**config.mk**
```make
export PLATFORM = sky130hd
export DESIGN_NAME = dirc_home
export DESIGN_NICKNAME = d
export VERILOG_FILES = /design/src/rtl/dirc_pkg.sv /design/src/rtl/dirc_table.sv /design/src/rtl/dirc_plan.sv /design/src/rtl/dirc_engine.sv /design/src/rtl/dirc_home.sv
export SDC_FILE = /design/constraint.sdc
export NUM_CORES = 1
export LEC_CHECK = 0
export BUFFER_PORTS_ARGS = -buffer_cell sky130_fd_sc_hd__buf_2
export CORE_MARGIN = 1
export CORE_UTILIZATION = 58
export DETAILED_ROUTE_END_ITERATION = 16
export HOLD_SLACK_MARGIN = 0.02
export PLACE_DENSITY = 0.79
export SLEW_MARGIN = 20
export SYNTH_ARGS = -nofsm -noshare
export SYNTH_HDL_FRONTEND = slang
export SYNTH_HIERARCHICAL = 1
export SYNTH_SLANG_ARGS = --single-unit
```
**constraint.sdc**
```tcl
create_clock -name clk -period 3.6 [get_ports clk]
set_clock_uncertainty 0.05 [all_clocks]
set_input_delay 0.54 -clock clk [delete_from_list [all_inputs] [get_ports clk]]
set_output_delay 0.54 -clock clk [all_outputs]
set_load 0.01 [all_outputs]
```
**src/rtl/dirc_pkg.sv**
```systemverilog
package dirc_pkg;
  typedef enum logic [2:0] {
    CMD_NONE       = 3'd0,
    CMD_GRANT_DATA = 3'd1,
    CMD_GRANT_UPG  = 3'd2,
    CMD_INVAL      = 3'd3,
    CMD_FWD_RD     = 3'd4,
    CMD_FWD_WR     = 3'd5
  } dirc_cmd_e;

  typedef enum logic [1:0] {
    ST_IDLE  = 2'd0,
    ST_ISSUE = 2'd1,
    ST_WAIT  = 2'd2,
    ST_DONE  = 2'd3
  } dirc_state_e;
endpackage

```
**src/rtl/dirc_table.sv**
```systemverilog
module dirc_table #(
  parameter int NODES  = 4,
  parameter int BLOCKS = 8,
  parameter int BW     = 3
) (
  input  logic             clk,
  input  logic             rst_n,
  input  logic [BW-1:0]    rd_blk,
  output logic [NODES-1:0] rd_pres,
  output logic             rd_dirty,
  output logic             rd_busy,
  input  logic             set_busy,
  input  logic             commit,
  input  logic [BW-1:0]    wr_blk,
  input  logic [NODES-1:0] wr_pres,
  input  logic             wr_dirty
);
  logic [NODES-1:0] pres_q  [BLOCKS];
  logic             dirty_q [BLOCKS];
  logic             busy_q  [BLOCKS];

  for (genvar b = 0; b < BLOCKS; b++) begin : g_entry
    logic [NODES-1:0] pres_d;
    logic             dirty_d;
    logic             busy_d;
    logic             hit_set;
    logic             hit_wr;

    assign hit_set = set_busy && (rd_blk == BW'(b));
    assign hit_wr  = commit && (wr_blk == BW'(b));

    always_comb begin
      pres_d  = pres_q[b];
      dirty_d = dirty_q[b];
      busy_d  = busy_q[b];
      if (hit_set) busy_d = 1'b1;
      if (hit_wr) begin
        pres_d  = wr_pres;
        dirty_d = wr_dirty;
        busy_d  = 1'b0;
      end
    end

    always_ff @(posedge clk or negedge rst_n) begin
      if (!rst_n) begin
        pres_q[b]  <= '0;
        dirty_q[b] <= 1'b0;
        busy_q[b]  <= 1'b0;
      end else if (hit_set || hit_wr) begin
        pres_q[b]  <= pres_d;
        dirty_q[b] <= dirty_d;
        busy_q[b]  <= busy_d;
      end
    end
  end

  assign rd_pres  = pres_q[rd_blk];
  assign rd_dirty = dirty_q[rd_blk];
  assign rd_busy  = busy_q[rd_blk];
endmodule

```
**src/rtl/dirc_plan.sv**
```systemverilog
module dirc_plan
  import dirc_pkg::*;
#(
  parameter int NODES = 4,
  parameter int NW    = 2
) (
  input  logic             is_write,
  input  logic [NW-1:0]    node,
  input  logic [NODES-1:0] pres,
  input  logic             dirty,
  output logic [NODES-1:0] targets,
  output dirc_cmd_e        tgt_cmd,
  output logic             need_grant,
  output dirc_cmd_e        grant_cmd,
  output logic [NODES-1:0] new_pres,
  output logic             new_dirty
);
  logic [NODES-1:0] self_bit;
  logic             hit;

  assign self_bit = NODES'(1) << node;
  assign hit      = |(pres & self_bit);

  always_comb begin
    targets    = '0;
    tgt_cmd    = CMD_INVAL;
    need_grant = 1'b1;
    grant_cmd  = hit ? CMD_GRANT_UPG : CMD_GRANT_DATA;
    new_pres   = pres;
    new_dirty  = dirty;
    if (!is_write) begin
      if (dirty && !hit) begin
        targets    = pres;
        tgt_cmd    = CMD_FWD_RD;
        need_grant = 1'b0;
        new_pres   = pres | self_bit;
        new_dirty  = 1'b0;
      end else if (!hit) begin
        new_pres = pres | self_bit;
      end
    end else begin
      if (dirty && !hit) begin
        targets    = pres;
        tgt_cmd    = CMD_FWD_WR;
        need_grant = 1'b0;
        new_pres   = self_bit;
        new_dirty  = 1'b1;
      end else if (!dirty) begin
        targets   = pres & ~self_bit;
        new_pres  = self_bit;
        new_dirty = 1'b1;
      end
    end
  end
endmodule

```
**src/rtl/dirc_engine.sv**
```systemverilog
module dirc_engine
  import dirc_pkg::*;
#(
  parameter int NODES = 4,
  parameter int NW    = 2,
  parameter int BW    = 3,
  parameter int CW    = 3
) (
  input  logic             clk,
  input  logic             rst_n,
  input  logic             req_valid,
  output logic             req_ready,
  input  logic [NW-1:0]    req_node,
  input  logic [BW-1:0]    req_blk,
  input  logic             ack_valid,
  input  logic             entry_busy,
  input  logic [NODES-1:0] p_targets,
  input  dirc_cmd_e        p_tgt_cmd,
  input  logic             p_need_grant,
  input  dirc_cmd_e        p_grant_cmd,
  input  logic [NODES-1:0] p_new_pres,
  input  logic             p_new_dirty,
  output logic             accept,
  output logic             commit,
  output logic [BW-1:0]    cm_blk,
  output logic [NODES-1:0] cm_pres,
  output logic             cm_dirty,
  output logic             msg_valid,
  output logic [NW-1:0]    msg_dest,
  output logic [2:0]       msg_cmd
);
  dirc_state_e      st_q, st_d;
  logic [NW-1:0]    node_q;
  logic [BW-1:0]    blk_q;
  logic [NODES-1:0] mask_q, mask_d;
  dirc_cmd_e        tcmd_q, gcmd_q;
  logic             grant_q;
  logic [NODES-1:0] npres_q;
  logic             ndirty_q;
  logic [CW-1:0]    cnt_q, cnt_d;
  logic [NW-1:0]    low_idx;
  logic             send;

  always_comb begin
    low_idx = '0;
    for (int i = NODES - 1; i >= 0; i--) begin
      if (mask_q[i]) low_idx = NW'(i);
    end
  end

  assign req_ready = (st_q == ST_IDLE) && !entry_busy;
  assign accept    = req_valid && req_ready;
  assign send      = (st_q == ST_ISSUE);
  assign commit    = (st_q == ST_DONE);
  assign cm_blk    = blk_q;
  assign cm_pres   = npres_q;
  assign cm_dirty  = ndirty_q;

  always_comb begin
    msg_valid = 1'b0;
    msg_dest  = node_q;
    msg_cmd   = CMD_NONE;
    if (st_q == ST_ISSUE) begin
      msg_valid = 1'b1;
      msg_dest  = low_idx;
      msg_cmd   = tcmd_q;
    end else if (st_q == ST_DONE && grant_q) begin
      msg_valid = 1'b1;
      msg_cmd   = gcmd_q;
    end
  end

  always_comb begin
    st_d   = st_q;
    mask_d = mask_q;
    cnt_d  = cnt_q + CW'(send) - CW'(ack_valid && st_q != ST_IDLE);
    case (st_q)
      ST_IDLE: begin
        cnt_d = '0;
        if (accept) begin
          mask_d = p_targets;
          st_d   = (p_targets != '0) ? ST_ISSUE : ST_DONE;
        end
      end
      ST_ISSUE: begin
        mask_d = mask_q & ~(NODES'(1) << low_idx);
        if (mask_d == '0) st_d = (cnt_d == '0) ? ST_DONE : ST_WAIT;
      end
      ST_WAIT: if (cnt_d == '0) st_d = ST_DONE;
      default: st_d = ST_IDLE;
    endcase
  end

  always_ff @(posedge clk or negedge rst_n) begin
    if (!rst_n) begin
      st_q   <= ST_IDLE;
      mask_q <= '0;
      cnt_q  <= '0;
    end else begin
      st_q   <= st_d;
      mask_q <= mask_d;
      cnt_q  <= cnt_d;
    end
  end

  always_ff @(posedge clk or negedge rst_n) begin
    if (!rst_n) begin
      node_q   <= '0;
      blk_q    <= '0;
      tcmd_q   <= CMD_NONE;
      gcmd_q   <= CMD_NONE;
      grant_q  <= 1'b0;
      npres_q  <= '0;
      ndirty_q <= 1'b0;
    end else if (accept) begin
      node_q   <= req_node;
      blk_q    <= req_blk;
      tcmd_q   <= p_tgt_cmd;
      gcmd_q   <= p_grant_cmd;
      grant_q  <= p_need_grant;
      npres_q  <= p_new_pres;
      ndirty_q <= p_new_dirty;
    end
  end
endmodule

```
**src/rtl/dirc_home.sv**
```systemverilog
module dirc_home
  import dirc_pkg::*;
#(
  parameter  int NODES  = 4,
  parameter  int BLOCKS = 8,
  localparam int NW     = (NODES > 1) ? $clog2(NODES) : 1,
  localparam int BW     = (BLOCKS > 1) ? $clog2(BLOCKS) : 1
) (
  input  logic          clk,
  input  logic          rst_n,
  input  logic          req_valid,
  output logic          req_ready,
  input  logic          req_write,
  input  logic [NW-1:0] req_node,
  input  logic [BW-1:0] req_blk,
  output logic          msg_valid,
  output logic [NW-1:0] msg_dest,
  output logic [2:0]    msg_cmd,
  input  logic          ack_valid
);
  localparam int CW = $clog2(NODES + 1);

  logic [NODES-1:0] rd_pres, p_targets, p_new_pres, cm_pres;
  logic             rd_dirty, rd_busy, p_need_grant, p_new_dirty;
  logic             accept, commit, cm_dirty;
  logic [BW-1:0]    cm_blk;
  dirc_cmd_e        p_tgt_cmd, p_grant_cmd;

  dirc_table #(.NODES(NODES), .BLOCKS(BLOCKS), .BW(BW)) u_table (
    .clk(clk), .rst_n(rst_n), .rd_blk(req_blk), .rd_pres(rd_pres),
    .rd_dirty(rd_dirty), .rd_busy(rd_busy), .set_busy(accept),
    .commit(commit), .wr_blk(cm_blk), .wr_pres(cm_pres), .wr_dirty(cm_dirty)
  );

  dirc_plan #(.NODES(NODES), .NW(NW)) u_plan (
    .is_write(req_write), .node(req_node), .pres(rd_pres), .dirty(rd_dirty),
    .targets(p_targets), .tgt_cmd(p_tgt_cmd), .need_grant(p_need_grant),
    .grant_cmd(p_grant_cmd), .new_pres(p_new_pres), .new_dirty(p_new_dirty)
  );

  dirc_engine #(.NODES(NODES), .NW(NW), .BW(BW), .CW(CW)) u_engine (
    .clk(clk), .rst_n(rst_n), .req_valid(req_valid), .req_ready(req_ready),
    .req_node(req_node), .req_blk(req_blk), .ack_valid(ack_valid),
    .entry_busy(rd_busy), .p_targets(p_targets), .p_tgt_cmd(p_tgt_cmd),
    .p_need_grant(p_need_grant), .p_grant_cmd(p_grant_cmd),
    .p_new_pres(p_new_pres), .p_new_dirty(p_new_dirty), .accept(accept),
    .commit(commit), .cm_blk(cm_blk), .cm_pres(cm_pres), .cm_dirty(cm_dirty),
    .msg_valid(msg_valid), .msg_dest(msg_dest), .msg_cmd(msg_cmd)
  );
endmodule

```
### After elaboration in Yosys (flattened, before gate mapping)

Cells that the tools add are included.

* register bits after elaboration: 74
* bits of input ports: 10
* output and inout bits: 7
* word-level logic and storage cells: 191

* add/subtract/negate cells: 2
* $lt $le $gt $ge: 1
* equal/unequal tests: 20
* shifts and indexed selects: 2
* multiplexer cells: 59
* bitwise gates (word level): 7
* reductions and logical operators: 66

Operators by type and width (number)
* $mux 4: 12
* $reduce_and 2->1: 17
* $mux 1: 26
* $eq 3x3->1 const B: 8
* $logic_and 1x1->1: 21
* $mux 2: 10
* $reduce_bool 2->1: 10
* $mux 3: 6
* $and 4x4->4: 3
* $bmux 4 s3: 1
* $eq 3x2->1 const B: 4
* $logic_not 3->1: 3
* $logic_or 1x1->1: 8
* $not 4->4: 2
* $pmux 4 s2: 1
* $shl 1x2->4 const A: 2
* $bmux 1 s3: 2
* $eq 3x1->1 const B: 2
* $pmux 2 s3: 1
* $eq 2x2->1 const B: 2
* $ge 4x4->1 const B: 1
* $logic_not 4->1: 1
* $ne 2x2->1 const B: 2
* $not 3->4: 1
* 10 further kinds: 11

### Depth between registers and ports, before layout

* depth in word-level cells: 14
* depth in mapped cells: 13

### Modules after synthesis

Netlist, hierarchy kept.

Modules (own cells, without submodules)
* dirc_table: instances 1, cells an instance 158, area each 2304.7 um^2, sequential area each 1201.2 um^2
* dirc_engine: instances 1, cells an instance 113, area each 1316.3 um^2, sequential area each 650.6 um^2
* dirc_plan: instances 1, cells an instance 39, area each 275.3 um^2, sequential area each 0.0 um^2

### Worst setup path before layout

Ideal clock, no wire load.

* path kind: input port to flip-flop
* start: input req_blk[1]
* end: register u_engine.st_q[1]
* arrival: 2.919 ns
* data required time: 3.423 ns
* path slack: 0.504 ns
* stages on the path: 11
* path buffers: 2
* cells stage by stage: buf_6 > buf_12 > mux4_2 > mux2_4 > mux4_2 > nand2b_4 > a21boi_0 > nor3_1 > a31oi_1 > nor2_1 > mux2_1

* word-level cells in the longest chain between the ends: 14
* elaborated cells between the ends (all ways): 28
* those cells by class: 1 x eq/ne; 16 x mux; 3 x bitwise; 8 x reduce/logical

Ends and longest elaborated chain
* start, declared: line dirc_home.sv:15 `input logic [BW-1:0] req_blk,`
* $not 3->4 (not written as such) (*): line dirc_table.sv:57 `assign rd_pres = pres_q[rd_blk];`
* $bmux 4 s3 (*): line dirc_table.sv:57
* $mux 4 (not written as such) (*) (2 in series): line dirc_table.sv:57
* net rd_pres[1]: line dirc_home.sv:23 `logic [NODES-1:0] rd_pres, p_targets, p_new_pres, cm_pres;`
* $and 4x4->4 (*): line dirc_plan.sv:22 `assign hit = |(pres & self_bit);`
* $reduce_or 4->1 (*): line dirc_plan.sv:22
* net u_plan.hit: line dirc_plan.sv:19 `logic hit;`
* $logic_not 1->1 (*): line dirc_plan.sv:32, dirc_plan.sv:42
* $logic_and 1x1->1 (*): line dirc_plan.sv:32, dirc_plan.sv:42
* $mux 4, on equally long branches: line dirc_plan.sv:32, dirc_plan.sv:42
* $mux 4 (*): line dirc_plan.sv:31 `if (!is_write) begin`
* net p_targets[2]: line dirc_home.sv:23
* $reduce_bool 4->1 (*): line dirc_engine.sv:82 `st_d = (p_targets != '0) ? ST_ISSUE : ST_DONE;`
* $mux 2 (*): line dirc_engine.sv:82
* $mux 2 (*): line dirc_engine.sv:80 `if (accept) begin`
* $pmux 2 s3 (*): line dirc_engine.sv:77 `case (st_q)`
* end signal, assigned: line dirc_engine.sv:100 `st_q <= st_d;`
* end, declared: line dirc_engine.sv:32 `dirc_state_e st_q, st_d;`

Mark *: on every way through the listed nets, which the timed path passes. The rest lies on a longest branch. The select of a mux whose other input is x is not followed.
A chain may end at the register's enable or synchronous reset.

### Worst setup path in the final report

* start: input req_blk[2]
* end: register u_engine.st_q[1]

* word-level cells in the longest chain between the ends: 14
* elaborated cells between the ends (all ways): 28
* those cells by class: 1 x eq/ne; 16 x mux; 3 x bitwise; 8 x reduce/logical

Ends and longest elaborated chain (line)
* $not 3->4 (not written as such) (*): dirc_table.sv:57
* $bmux 4 s3 (*): dirc_table.sv:57
* $mux 4 (not written as such) (*) (2 in series): dirc_table.sv:57
* net rd_pres[2]: dirc_home.sv:23
* $and 4x4->4 (*): dirc_plan.sv:22
* $reduce_or 4->1 (*): dirc_plan.sv:22
* $logic_not 1->1 (*): dirc_plan.sv:32, dirc_plan.sv:42
* $logic_and 1x1->1 (*): dirc_plan.sv:32, dirc_plan.sv:42
* $mux 4, on equally long branches: dirc_plan.sv:32, dirc_plan.sv:42
* $mux 4 (*): dirc_plan.sv:31
* net p_targets[1]: dirc_home.sv:23
* $reduce_bool 4->1 (*): dirc_engine.sv:82
* $mux 2 (*): dirc_engine.sv:82
* $mux 2 (*): dirc_engine.sv:80
* $pmux 2 s3 (*): dirc_engine.sv:77

Marked as above.

==> summary.md <==
The flow ran to the end, but the final reports show violations. The final reports fail on design-rule violations. After detailed routing, the number of vias per cell comes to 6.061. The worst setup path startpoint is req_blk[2]. Clock tree synthesis inserted a total of 9 buffers.

The setup path with the least slack is of type in -> reg. For this design the top-level I/O count stands at 17. The number of cells in the finished layout apart from fillers was 408. The tools report the final number of setup-violating endpoints as 0.

Traced cell by cell, the critical path runs through buf_2, mux4_2, mux2_2, mux4_2, nand2b_4, a21boi_0, nor3_1, a31oi_1, nor2_1, mux2_1. The first global-routing pass estimated 12,490 µm of wire. For the pin with the worst max-slew slack, the measured transition is 0.9228 ns.

The final standard cell area without fillers is 4169 µm², and the half-perimeter wire length after detailed placement is 5110 µm. In this run, placement finished with an instance count of 392. In the routed design, unresolved DRC markers number 4. The launching point of the worst reg2reg path was u_engine/st_q[0]$_DFFE_PN0P_. The minimum setup slack in the final design is 0.5371 ns, and the peak clock frequency supported by timing is 326.5 MHz.

The tool flagged a number of max-cap violations equal to 0. On the worst path, the slowest cell contributes a delay of 0.54 ns. Once the floorplan was initialized, standard cells occupied 60.67% of the core. The worst path in the final design needs a cycle of 3.063 ns, including I/O delays and setup. The total routing resource utilization after global routing came out at 23.51%.

Setup repair after global routing left no endpoint under its margin. Highest ir drop seen on vdd: 0.4420 mV. The post-detailed-route wirelength per cell works out to 18.58 µm. Among the stages of the critical path, the cell type that occurs most often is sky130_fd_sc_hd__mux4_2.

The number of distinct standard cells referenced by the synthesized netlist is 46. The die width works out to 83.96 µm. Cell row count: 29. For the worst setup path, the data arrival time is 3.25 ns. Clock latency on the worst-skew pair, taken at its later pin, is 0.35 ns. The routed design has 7582 µm of wire. The total area inside the core boundary comes to 6422 µm².

For this run, the share of the core covered by cells in the final layout is 64.91%. Fill cells in the final layout number 500. Buffers inserted to repair hold after CTS numbered 0.

The proportion of netlist area held by the largest area contributor came out at 47.53%. The height of the die works out to 83.96 µm. The congestion estimate from routability-driven global placement came to 0.8035. After synthesis, the cell types taking the most area are sky130_fd_sc_hd__dfrtp_1 48%, sky130_fd_sc_hd__mux2_2 18%, sky130_fd_sc_hd__mux4_2 2.9%, sky130_fd_sc_hd__mux2i_1 2.8%, sky130_fd_sc_hd__mux4_1 2.7%.

Cell with the biggest individual delay on the critical path: sky130_fd_sc_hd__mux4_2. In this run the mean area of a mapped cell was 12.57 µm². The final layout contains 343 nets.

The arithmetic-cell share of the synthesized area counting full adders, half adders and majority gates works out to 2.441%. TritonCTS built the clock tree. The via count of the first global-routing pass is 2,483. The tools report the number of hold violations in the final report as 0.

For the portion of the post-synthesis area used by sequential elements, the log shows 47.53%. The category of the worst setup path launch point was a primary input. The tree is rooted in a sky130_fd_sc_hd__clkbuf_8. In this run the number of H-tree levels came out at 3.

The top cell type by total area after synthesis was sky130_fd_sc_hd__dfrtp_1. The combined buffer and inverter count along the critical path was 1. Worst slack after detailed placement: 0.1837 ns. In this run the power density over the cells is 801.9 nW/µm².

On the critical path the largest part of the delay comes from multiplexers. The post-CTS setup buffer count is 0, and the clock transition time at the flip-flop clock pins of the worst setup and hold paths is 0.08 ns. The share of layout cells above drive strength 1 is 34.14%, and the remaining antenna violation count after routing is 0. Entering global routing, the biggest net connects 75 pins. In this run the tool buffered the top-level ports with 16 buffer cells.

The fraction of the mapped netlist area in compound gates works out to 8.349%. 0 antenna diodes ended up in the layout. The tools report the cell count after synthesis as 310.

Final-report max-slew violation count: 0. The floorplan step defined a die boundary enclosing 7049 µm². Dividing the final minimum period by the clock period gives 85.08%. Of all flip-flops after synthesis, the portion carrying an async set or reset was 100.0%. After Yosys synthesis, and, or, nand and nor cells account for 8.125% of the synthesized area. STA classifies the critical path endpoint as a register. The residual overflow from global routing was 0; the net count after synthesis was 327.

The portion of netlist area occupied by mux cells was 27.97%. Kind of path behind the tightest hold check: in -> async. Compared with the post-synthesis result, the final layout area differs by 7.001%. For this run, the leading register cell type out of synthesis is sky130_fd_sc_hd__dfrtp_1.

For the worst setup path, the data required time is 3.79 ns. Ranked by instance count, the synthesized netlist is headed by 74 x sky130_fd_sc_hd__dfrtp_1, 63 x sky130_fd_sc_hd__mux2_2, 19 x sky130_fd_sc_hd__inv_1, 17 x sky130_fd_sc_hd__nor2_1, 12 x sky130_fd_sc_hd__a21oi_1. Of all nets on the critical path, the largest fanout is 15.

In this run, post-CTS repair resized a total of 0 instances. The synthesized netlist occupies a cell area of 3896 µm². In this run the deepest clock path goes through 2 buffers.

The count of synthesis-stage warnings from yosys came out at 6. Counting flops with a built-in enable in the synthesized netlist gives 0. The most common cell in the synthesized netlist is sky130_fd_sc_hd__dfrtp_1.

In this run, synthesis produced a sequential element count of 74. After Yosys synthesis, XOR and XNOR cells account for 0.5780% of the synthesized area. After routing, the total negative slack on setup checks comes to 0 ns.

After detailed placement, the total cell area comes to 3990 µm². Largest family of logic cells by synthesized area: multiplexers. Summing over every cut layer, the via total after detailed routing is 2,473. For this block, the initial DRC count from the detailed router was 191.

Initial antenna violation count: 0. The first detailed-routing pass took 10 iterations. The clock drives 74 sinks. The leakage component of the power is 1.966 nW. The run gives 38.48% as the tightest slew margin relative to the limit.
power breakdown:
part / total (mW) / switching (mW) / internal (mW)
Sequential: 1.48 / 0.296 / 1.19
Combinational: 1.28 / 0.589 / 0.689
Clock: 0.583 / 0.315 / 0.268
per-layer routing:
metal / vias to the layer above / global-route usage (%) / share of wire, %
met3: 16 / 4.055 / 3.3
met2: 53 / 38.30 / 49
met1: 1253 / 30.72 / 45
met5: - / 0 / 0
met4: 0 / 11.13 / 2.6
li1: 1151 / - / -
layout by cell type (no fill, tap or decap), types with 4 or more instances in the layout:
| cell | n |
|---|---|
| sky130_fd_sc_hd__dfrtp_1 | 74 |
| sky130_fd_sc_hd__mux2_2 | 63 |
| sky130_fd_sc_hd__inv_1 | 19 |
| sky130_fd_sc_hd__nor2_1 | 17 |
| sky130_fd_sc_hd__buf_2 | 16 |
| sky130_fd_sc_hd__a21oi_1 | 12 |
| sky130_fd_sc_hd__mux2i_1 | 11 |
| sky130_fd_sc_hd__clkbuf_8 | 10 |
| sky130_fd_sc_hd__o21ai_0 | 10 |
| sky130_fd_sc_hd__nand2_1 | 8 |
| sky130_fd_sc_hd__nor2b_1 | 8 |
| sky130_fd_sc_hd__a31oi_1 | 6 |
| sky130_fd_sc_hd__ha_1 | 6 |
| sky130_fd_sc_hd__buf_4 | 5 |
| sky130_fd_sc_hd__a21boi_0 | 5 |
| sky130_fd_sc_hd__mux4_2 | 5 |
| sky130_fd_sc_hd__a22oi_1 | 4 |
| sky130_fd_sc_hd__mux4_1 | 4 |
state kept, by name (all words and copies together) (netlist names):
signal	count
u_table/dirty_q	8
u_engine/grant_q	1
u_engine/cnt_q	3
u_engine/cm_blk	3
u_engine/tcmd_q	3
u_engine/mask_q	4
u_engine/gcmd_q	3
u_engine/st_q	2
u_engine/node_q	2
u_engine/cm_pres	4
u_table/pres_q	32
u_engine/cm_dirty	1
u_table/busy_q	8
layout make-up:
class	instances	area (µm²)	area share, %
Tap cell	77	96.34	2.311
Multi-Input combinational cell	201	1853	44.45
Clock inverter	6	41.29	0.9904
Inverter	19	71.32	1.711
Sequential cell	74	1852	44.42
Clock buffer	10	137.6	3.301
Timing Repair Buffer	21	117.6	2.821
path summary, 6_finish.rpt:
path                                                        to  cells past startpoint  slack, ns
worst min-delay path             u_table/busy_q[6]$_DFFE_PN0P_                      2       0.34
worst min register to register   u_table/busy_q[0]$_DFFE_PN0P_                      1       0.44
worst max register to register    u_engine/st_q[1]$_DFFE_PN0P_                     12       0.55
min in group clk                 u_table/busy_q[0]$_DFFE_PN0P_                      1       0.44
worst max-delay path              u_engine/st_q[1]$_DFFE_PN0P_                     10       0.54
max in group asynchronous       u_engine/node_q[1]$_DFFE_PN0P_                      2       2.55
logic make-up (layout without fill, tap and decap cells):
kind of cell / Yosys count / after routing
other: 1 / 1
AND/OR/NAND/NOR: 54 / 54
flip-flops: 74 / 74
adder cells (fa/ha/maj): 7 / 7
XOR/XNOR: 1 / 1
buffers and inverters: 35 / 56
multiplexers: 87 / 87
AO/OA/AOI/OAI: 51 / 51
through the flow:
| step | power, mW | hold WS [ns] |
|---|---|---|
| floorplan | 2.429 | 0.1944 |
| global placement | 2.699 | 0.4274 |
| detailed placement | 2.767 | 0.4308 |
| CTS | 3.361 | 0.3861 |
| global route | 3.566 | 0.4364 |
| finish | 3.343 | 0.3446 |
Power figures use the tool's default switching activity.
